### src/rtl/nbr_pkg.sv
package nbr_pkg;

  // Condition codes; bit 0 inverts the predicate chosen by bits 3:1
  typedef enum logic [3:0] {
    CC_OVF   = 4'd0,  CC_NOVF  = 4'd1,
    CC_CARRY = 4'd2,  CC_NCARRY = 4'd3,
    CC_ZERO  = 4'd4,  CC_NZERO = 4'd5,
    CC_ULE   = 4'd6,  CC_UGT   = 4'd7,
    CC_NEG   = 4'd8,  CC_NNEG  = 4'd9,
    CC_PAR   = 4'd10, CC_NPAR  = 4'd11,
    CC_SLT   = 4'd12, CC_SGE   = 4'd13,
    CC_SLE   = 4'd14, CC_SGT   = 4'd15
  } cc_e;

  typedef struct packed {
    logic ovf;
    logic carry;
    logic zero;
    logic neg;
    logic par;
  } flags_t;

  localparam int unsigned ERR_W = 16;

endpackage

### src/rtl/nbr_cond_eval.sv
module nbr_cond_eval
  import nbr_pkg::*;
(
  input  logic [3:0] sel,
  input  flags_t     fl,
  output logic       pass
);

  logic base;
  logic lt;

  assign lt = fl.neg ^ fl.ovf;

  // Bits 3:1 pick the base predicate
  always_comb begin
    unique case (sel[3:1])
      3'd0: base = fl.ovf;
      3'd1: base = fl.carry;
      3'd2: base = fl.zero;
      3'd3: base = fl.carry | fl.zero;
      3'd4: base = fl.neg;
      3'd5: base = fl.par;
      3'd6: base = lt;
      default: base = fl.zero | lt;
    endcase
  end

  assign pass = base ^ sel[0];

endmodule

### src/rtl/nbr_target_calc.sv
module nbr_target_calc #(
  parameter int unsigned IPW = 32
) (
  input  logic [IPW-1:0] base_ip,
  input  logic [IPW-1:0] offset,
  input  logic [IPW-1:0] limit,
  output logic [IPW-1:0] target,
  output logic           beyond
);

  // Modular add: carry out is discarded
  assign target = base_ip + offset;
  assign beyond = target > limit;

endmodule

### src/rtl/nbr_resolver.sv
module nbr_resolver
  import nbr_pkg::*;
#(
  parameter int unsigned IPW = 32
) (
  input  logic             clk,
  input  logic             rst_n,
  input  logic             req_valid,
  input  logic [IPW-1:0]   next_ip,
  input  logic [IPW-1:0]   disp,
  input  logic [3:0]       cond_sel,
  input  logic             flag_of,
  input  logic             flag_cf,
  input  logic             flag_zf,
  input  logic             flag_sf,
  input  logic             flag_pf,
  input  logic             uncond,
  input  logic [IPW-1:0]   cs_limit,
  output logic             res_valid,
  output logic             taken,
  output logic [IPW-1:0]   new_ip,
  output logic             fault,
  output logic [ERR_W-1:0] err_code,
  output logic             ip_we
);

  flags_t         fl;
  logic           cond_ok;
  logic           go;
  logic [IPW-1:0] tgt;
  logic           over;

  assign fl = '{ovf: flag_of, carry: flag_cf, zero: flag_zf,
                neg: flag_sf, par: flag_pf};

  nbr_cond_eval u_cond (
    .sel  (cond_sel),
    .fl   (fl),
    .pass (cond_ok)
  );

  nbr_target_calc #(.IPW(IPW)) u_tgt (
    .base_ip (next_ip),
    .offset  (disp),
    .limit   (cs_limit),
    .target  (tgt),
    .beyond  (over)
  );

  assign go = uncond | cond_ok;

  always_ff @(posedge clk or negedge rst_n) begin
    if (!rst_n) begin
      res_valid <= 1'b0;
      taken     <= 1'b0;
      fault     <= 1'b0;
      ip_we     <= 1'b0;
      new_ip    <= '0;
    end else begin
      res_valid <= req_valid;
      taken     <= req_valid & go;
      fault     <= req_valid & go & over;
      ip_we     <= req_valid & go & ~over;
      if (req_valid)
        new_ip <= (go && !over) ? tgt : next_ip;
    end
  end

  // The only fault raised here is general protection, code zero
  assign err_code = '0;

endmodule

### config.mk
export PLATFORM = sky130hd
export DESIGN_NAME = nbr_resolver
export DESIGN_NICKNAME = d
export VERILOG_FILES = /design/src/rtl/nbr_pkg.sv /design/src/rtl/nbr_cond_eval.sv /design/src/rtl/nbr_target_calc.sv /design/src/rtl/nbr_resolver.sv
export SDC_FILE = /design/constraint.sdc
export NUM_CORES = 1
export LEC_CHECK = 0
export BUFFER_PORTS_ARGS = -buffer_cell sky130_fd_sc_hd__clkbuf_2
export CORE_MARGIN = 2
export CORE_UTILIZATION = 40
export DETAILED_ROUTE_END_ITERATION = 8
export GPL_TIMING_DRIVEN = 0
export PLACE_DENSITY = 0.67
export SYNTH_ARGS = -nofsm -noshare
export SYNTH_HDL_FRONTEND = slang
export SYNTH_HIERARCHICAL = 1
export SYNTH_SLANG_ARGS = --single-unit
### constraint.sdc
create_clock -name clk -period 1.05 [get_ports clk]
set_input_delay 0.1575 -clock clk [delete_from_list [all_inputs] [get_ports clk]]
set_output_delay 0.1575 -clock clk [all_outputs]
set_load 0.01 [all_outputs]
==> flow_summary_export.csv, run 1 <==
group,metric,value,unit
status,outcome,"finished, violations left",
status,violations,"hold timing, setup timing",
logic_synthesis,synth_enable_flop_cells,0,
logic_synthesis,multiplexer_area_fraction_after_synthesis,0.4606,%
timing,fin_worst_hold_slack,-0.3404,ps
route,drt-total-wl,13610,um
clock_network,worst_skew_pair.late_latency,300,ps
die,core_region_area,10700,um^2
grt,grt_start_max_net_pins,37,
logic_synthesis,netlist_area,4347,um^2
logic_synthesis,synth.yosys.warnings,6,
timing,fin_skew,0,ps
logic_synthesis,synth_cell_type_count,52,
clock_network,clkSlewWorstSetupHoldPaths,90,ps
power_and_ir_drop,seq_power_share,25.0,%
layout,filler_cell_count,1048,
logic_synthesis,synth_commonest_cells,"nand2_1, ha_1, nor2_1",
grt,first_global_vias,4476,
layout,insertedDiodeCount,0,
power_and_ir_drop,leakagePower,3.069,nW
timing,finalCritPeriodShare,364.1,%
setup_path,worst-path-max-fanout,6,
layout,multi_input_comb_area,3427,um^2
hold_path,min_path_type,"in2async",
clock_network,clk_path_buf_depth,2,
setup_path,critical_path_required,1270,ps
logic_synthesis,synth_top_area_share,20.73,%
timing,hold_viol,1,
route,firstDrtPassIters,5,
setup_path,worst-setup-path-type,"in2reg",
logic_synthesis,synth-xor-area-share,6.045,%
route,wl_per_cell,15.02,um
power_and_ir_drop,internal_power,4.344,mW
clock_network,cts_made_buffers,5,
die,floorplan.io_pins,161,
logic_synthesis,synth_top_family_by_area,"compound AO/OA/AOI/OAI gates",
setup_path,critical_path.endpoint_type,"flip-flop",
layout,layout.nets,938,
logic_synthesis,synth_area_per_cell,7.546,um^2
power_and_ir_drop,clkPwrFrac,14.5,%
logic_synthesis,gate_count_post_synth,576,
layout,area_growth_syn_to_layout,37.54,%
die,fp.dieH,108.2,um
timing,timing.final.ws_setup,-2774,ps
die,row_count,38,
power_and_ir_drop,p_comb_share,60.5,%
clock_network,ctsHtreeMaxLevel,2,
grt,globalRoute.totalOverflow,0,
clock_network,tritoncts_num_sinks,36,
placed_design,place_congestion,0.8768,
logic_synthesis,async_reset_ff_share,100.0,%
timing,max_slew.worst_pin.slew,973.1,ps
flow_run,max-cap-violations,0,
timing,max_slew_headroom_at_the_worst_pin,35.13,%
power_and_ir_drop,power_per_cell_area,1269,nW/um^2
setup_path,arrival_time_of_the_worst_setup_path,4040,ps
power_and_ir_drop,swShare,42.75,%
logic_synthesis,synth-simple-area-share,21.24,%
timing,rsz0062_at_grt,"yes",
clock_network,cts_tree,"done",
logic_synthesis,proportion_of_synthesized_chip_area_in_sequential_cells,20.73,%
placed_design,placement_stage_worst_setup_slack,-3498,ps
clock_network,clock-root-buffer,"clkbuf_8",
route,antenna_violating_nets_post_route,0,
logic_synthesis,synth-main-ff-cell,"dfrtp_1",
layout,utilization,55.88,%
die,fp.dieW,108.2,um
power_and_ir_drop,ir_drop,0.6183,mV
placed_design,numPortBuffers,144,
grt,first_pass_grt_wire_length,21090,um
placed_design,dpl-instance-area,5358,um^2
route,drtIter0Drc,223,
setup_path,critical_path.startpoint_type,"primary input",
die,initial_core_utilization,40.63,%
timing,setup_viol,35,
logic_synthesis,synth_top_cells_by_area,"dfrtp_1, ha_1, nand2_1",
layout,design_area,5978,um^2
grt,number_of_antenna_violations_at_the_first_check_in_global_routing,0,
timing,post-route-min-period,3824,ps
route,num_vias,4765,
logic_synthesis,synthesized_area_fraction_occupied_by_ao_oa_aoi_and_oai_cells,23.86,%
layout,regArea,900.9,um^2
grt,gr-usage-all-layers,22.61,%
logic_synthesis,synth.ff_latch_count,36,
logic_synthesis,post-synth-top-area-cell,"dfrtp_1",
timing,setup_tns,-92750,ps
die,design.die.area,11720,um^2
logic_synthesis,post-synth-top-count-cell,"nand2_1",
power_and_ir_drop,netSwitchingPower,3.243,mW
route,detail_route.vias_per_cell,5.259,
layout,drive_gt1_share,35.90,%
placed_design,dp.final_hpwl,10710,um
logic_synthesis,synthAdderAreaFrac,18.60,%
timing,final_max_slew_viol_count,0,
timing,max_freq,0.2615,GHz
route,route.detailed.drc,0,
==> layer usage <==
metal	up-vias	global-route usage [%]	routed length (um)
met5	-	0	0
met4	0	6.410	294
met3	27	3.737	801
met2	170	37.60	6391
met1	2180	30.25	6121
li1	2388	-	-
==> area by class of cell <==
type / count / area share, %
Tap cell: 140 / 2.930
Inverter: 40 / 2.512
Clock inverter: 2 / 0.1674
Clock buffer: 6 / 1.381
Sequential cell: 36 / 15.07
Multi-Input combinational cell: 477 / 57.33
Timing Repair Buffer: 171 / 16.47
Buffer: 34 / 4.144
==> metrics by stage <==
stage                     power (mW)  cells
after floorplan                4.539    591
after global placement         5.727    875
after detailed placement       5.830    875
after CTS                      7.279    893
after global routing           8.214    906
final                          7.587    906
==> path summary, 6_finish.rpt <==
check	endpoint	slack, ps	depth (start not counted)	from
max	new_ip[15]$_DFFE_PN0P_	-2770	21	disp[0]
min	new_ip[0]$_DFFE_PN0P_	-0.3	1	rst_n
max reg2reg	new_ip[21]$_DFFE_PN0P_	370	2	new_ip[21]$_DFFE_PN0P_
min reg2reg	new_ip[19]$_DFFE_PN0P_	540	2	new_ip[19]$_DFFE_PN0P_
max in group asynchronous	new_ip[17]$_DFFE_PN0P_	450	1	rst_n
min in group clk	res_valid$_DFF_PN0_	60	1	req_valid
==> flip-flops by register name (all words and copies together) (netlist names) <==
name / cells
new_ip: 32
fault: 1
ip_we: 1
res_valid: 1
taken: 1
==> repair_timing <==
item,CTS,global route
setup buffers,12,11
gates resized for setup,41,51
pin swaps,10,33
endpoints found under the setup margin,35,35
hold buffers,0,0
gates cloned,1,3
==> worst max-delay path, cell delays in order <==
cell	delay (ps)
buf_8	70
ha_4	120
inv_2	30
fa_2	330
nand2b_4	150
a21o_1	190
a311o_1	330
o211ai_2	130
a21oi_2	140
o41ai_2	300
xor2_1	190
ha_1	320
nand4_1	120
or3_4	370
o221ai_2	190
a21oi_2	50
a21oi_2	160
o21bai_4	240
buf_4	220
nand2_1	60
a31oi_1	150
==> cells in the final DEF, fill, tap and decap left out, types with 13 or more instances in the layout <==
cell type / netlist / final
nand2_1: 96 / 83
a21oi_1: 43 / 29
inv_1: 40 / 38
dfrtp_1: 36 / 36
a31oi_1: 35 / 32
nor2_1: 55 / 53
a21oi_2: 2 / 15
ha_1: 63 / 51
a21o_1: 21 / 21
conb_1: 1 / 16
xnor2_1: 15 / 14
buf_4: 18 / 41
nand2_2: 0 / 13
clkbuf_2: 0 / 140
xor2_1: 15 / 14
==> logic make-up (layout without fill, tap and decap cells) <==
kind of cell             Yosys count  in the layout
AO/OA/AOI/OAI                    155            155
XOR/XNOR                          30             30
adder cells (fa/ha/maj)           64             64
buffers and inverters             78            253
flip-flops                        36             36
multiplexers                       2              2
other                              1             16
AND/OR/NAND/NOR                  210            210
==> power by group through the flow <==
stage / sequential (mW) / combinational [mW] / clock [mW]
2_1_floorplan: 2.08 / 2.46 / 0
3_3_place_gp: 1.91 / 3.82 / 0
3_5_place_dp: 1.92 / 3.91 / 0
4_1_cts: 1.90 / 4.24 / 1.14
5_1_grt: 1.93 / 5.08 / 1.21
6_report: 1.90 / 4.59 / 1.10
Power figures use the tool's default switching activity.
==> inputs of run 2 (changes only) <==
Settings changed: CORE_UTILIZATION 40 to 35, MAX_ROUTING_LAYER from default to met4, PLACE_DENSITY 0.67 to default, SLEW_MARGIN from default to 20.
==> run 2 against run 1 <==
  * The flow still finishes with violations (hold timing, setup timing)
  * Final area grew 5.5%
  * Wire length grew 7.2%
  * Worst hold slack lost 17 ps
  * Final cell count is 3.8% higher
  * Combinational power up 8.7%
  * First-iteration DRC count decreased by 6.7%
  * Register-to-register slack lost 40 ps
  * Largest cell class unchanged
  * Sequential share of layout area down 0.78 points
  * Maximum frequency fell by 2.5%
  * Core utilization down 3.6 points
==> flow_summary_export.csv, run 2 (synthesis results as in run 1) <==
group,metric,value,unit
die,fp.dieW,115.4,um
timing,fin_worst_hold_slack,-17.12,ps
clock_network,ctsHtreeMaxLevel,2,
setup_path,r2r.worst_path.cells,2,
timing,max_slew_headroom_at_the_worst_pin,41.86,%
timing,fin_skew,0,ps
layout,insertedDiodeCount,0,
placed_design,dp.final_hpwl,11250,um
clock_network,cts_made_buffers,5,
die,row_count,40,
die,core_region_area,12060,um^2
power_and_ir_drop,report.power.total,8.473,mW
route,wl_per_cell,15.52,um
layout,number_of_standard_cells_in_the_layout_taps_in_and_fillers_out,940,
status,outcome,"finished, violations left",
grt,first_global_vias,4616,
setup_path,critical_path.n_buffers_inverters,4,
route,drt-total-wl,14590,um
route,route.detailed.drc,0,
timing,max_freq,0.2549,GHz
clock_network,tritoncts_num_sinks,36,
clock_network,clk_path_buf_depth,2,
setup_path,cp_slowest_cell,"or3_4",
power_and_ir_drop,leakagePower,3.172,nW
grt,grt_start_max_net_pins,37,
placed_design,numPortBuffers,144,
setup_path,critical_path.startpoint_type,"primary input",
setup_path,beginning_of_the_critical_path,"disp[0]",
route,detail_route.vias_per_cell,5.062,
layout,drive_gt1_share,40.80,%
setup_path,cp_top_family,"compound AO/OA/AOI/OAI gates",
timing,max_slew.worst_pin.slew,872.2,ps
layout,design_area,6306,um^2
route,antenna_violating_nets_post_route,0,
setup_path,critPathMaxStageDelay,450,ps
grt,first_pass_grt_wire_length,22210,um
die,floorplan.io_pins,161,
clock_network,cts_tree,"done",
timing,rsz0062_at_grt,"yes",
flow_run,max-cap-violations,0,
power_and_ir_drop,ir_drop,0.5902,mV
placed_design,place_inst,903,
route,firstDrtPassIters,7,
grt,gr-usage-all-layers,21.61,%
layout,area_growth_syn_to_layout,45.08,%
power_and_ir_drop,power_per_cell_area,1344,nW/um^2
placed_design,place_congestion,0.9249,
die,initial_core_utilization,36.04,%
layout,mostFrequentLayoutCell,"clkbuf_2",
setup_path,worst-path-max-fanout,10,
die,fp.dieH,115.4,um
setup_path,critical_path.endpoint_type,"flip-flop",
layout,layout.nets,944,
timing,setup_viol,35,
setup_path,worstSetupPathDepth,22,
setup_path,timing.rr.start,"new_ip[3]$_DFFE_PN0P_",
timing,post-route-min-period,3922,ps
clock_network,clkSlewWorstSetupHoldPaths,60,ps
layout,number_of_flip_flops_in_the_largest_register,32,
layout,reg_with_most_ffs,"new_ip",
clock_network,clock-root-buffer,"clkbuf_16",
clock_network,worst_skew_pair.late_latency,290,ps
route,num_vias,4758,
hold_path,min_path_type,"in2async",
timing,final_max_slew_viol_count,0,
placed_design,dpl-instance-area,5393,um^2
status,violations,"hold timing, setup timing",
timing,hold_viol,36,
route,drtIter0Drc,208,
placed_design,placement_stage_worst_setup_slack,-3535,ps
grt,globalRoute.totalOverflow,0,
setup_path,crit_chain,"buf_8, ha_4, inv_2, fa_2, nand2b_4, a21o_1, a311o_1, o211ai_2, a21oi_2, o41ai_2, xor2_1, ha_1, nand4_1, or3_4, o221ai_4, a21oi_4, a21oi_2, buf_4, o21ba_4, buf_8, nand2_1, a31oi_2",
setup_path,worst-setup-path-type,"in2reg",
setup_path,arrival_time_of_the_worst_setup_path,4060,ps
timing,finalCritPeriodShare,373.6,%
grt,number_of_antenna_violations_at_the_first_check_in_global_routing,0,
layout,layout_common_cells,"clkbuf_2, nand2_1, nor2_1, ha_1, buf_4",
die,design.die.area,13330,um^2
setup_path,critical_path_required,1190,ps
timing,timing.final.ws_setup,-2872,ps
==> run 2: changes by cell type in the layout (fill, tap and decap cells not counted), sizes merged <==
cell    delta
buf        +6
clkbuf     +2
clkinv     -2
==> run 2: final timing paths <==
path / slack (ps) / end
worst max-delay path: -2870 / new_ip[30]$_DFFE_PN0P_
worst min-delay path: -20 / new_ip[17]$_DFFE_PN0P_
worst max register to register: 330 / new_ip[3]$_DFFE_PN0P_
worst min register to register: 540 / new_ip[1]$_DFFE_PN0P_
max in group asynchronous: 520 / new_ip[27]$_DFFE_PN0P_
min in group clk: 40 / res_valid$_DFF_PN0_
==> run 2: timing repair <==
action                     in CTS  in global routing
hold buffers                    0                  0
buffers inserted               17                 16
setup endpoints to repair      35                 35
gates cloned                    1                  1
resized for setup              44                 88
pin swaps                      15                 71
==> run 2: layer usage <==
metal | track usage, % | vias up | share of wire, %
met5 | - | - | 0
met4 | 5.060 | 0 | 2.3
met1 | 26.86 | 2209 | 43
li1 | - | 2385 | -
met2 | 37.39 | 142 | 49
met3 | 2.720 | 22 | 5.3
==> run 2: final cells by class <==
| class | count | area [um^2] |
|---|---|---|
| fill | 1177 | 5756 |
| inverter | 40 | 150.1 |
| timing repair buffer | 177 | 1041 |
| clock buffer | 8 | 146.4 |
| buffer | 34 | 257.7 |
| multi-input combinational | 477 | 3600 |
| sequential | 36 | 900.9 |
| tap | 168 | 210.2 |
==> run 2: worst reg2reg max path, stage by stage (launching register included) <==
cell	delay, ps
dfrtp_1	390
nor2_1	120
a31oi_1	60
==> run 2: per-stage QoR <==
stage / utilization (%) / setup TNS (ps) / hold slack, ps
floorplan: - / -84240 / -138.1
global placement: 44.71 / -117240 / 349.2
detailed placement: 44.71 / -117790 / 358.2
CTS: 48.43 / -93920 / 58.39
global route: 52.28 / -101380 / 69.08
finish: 52.28 / -96610 / -17.12
==> run 2: power by group <==
part	switching [mW]	internal, mW
Sequential	0.187	1.72
Combinational	2.68	2.31
Clock	0.625	0.949
Total	3.49	4.98
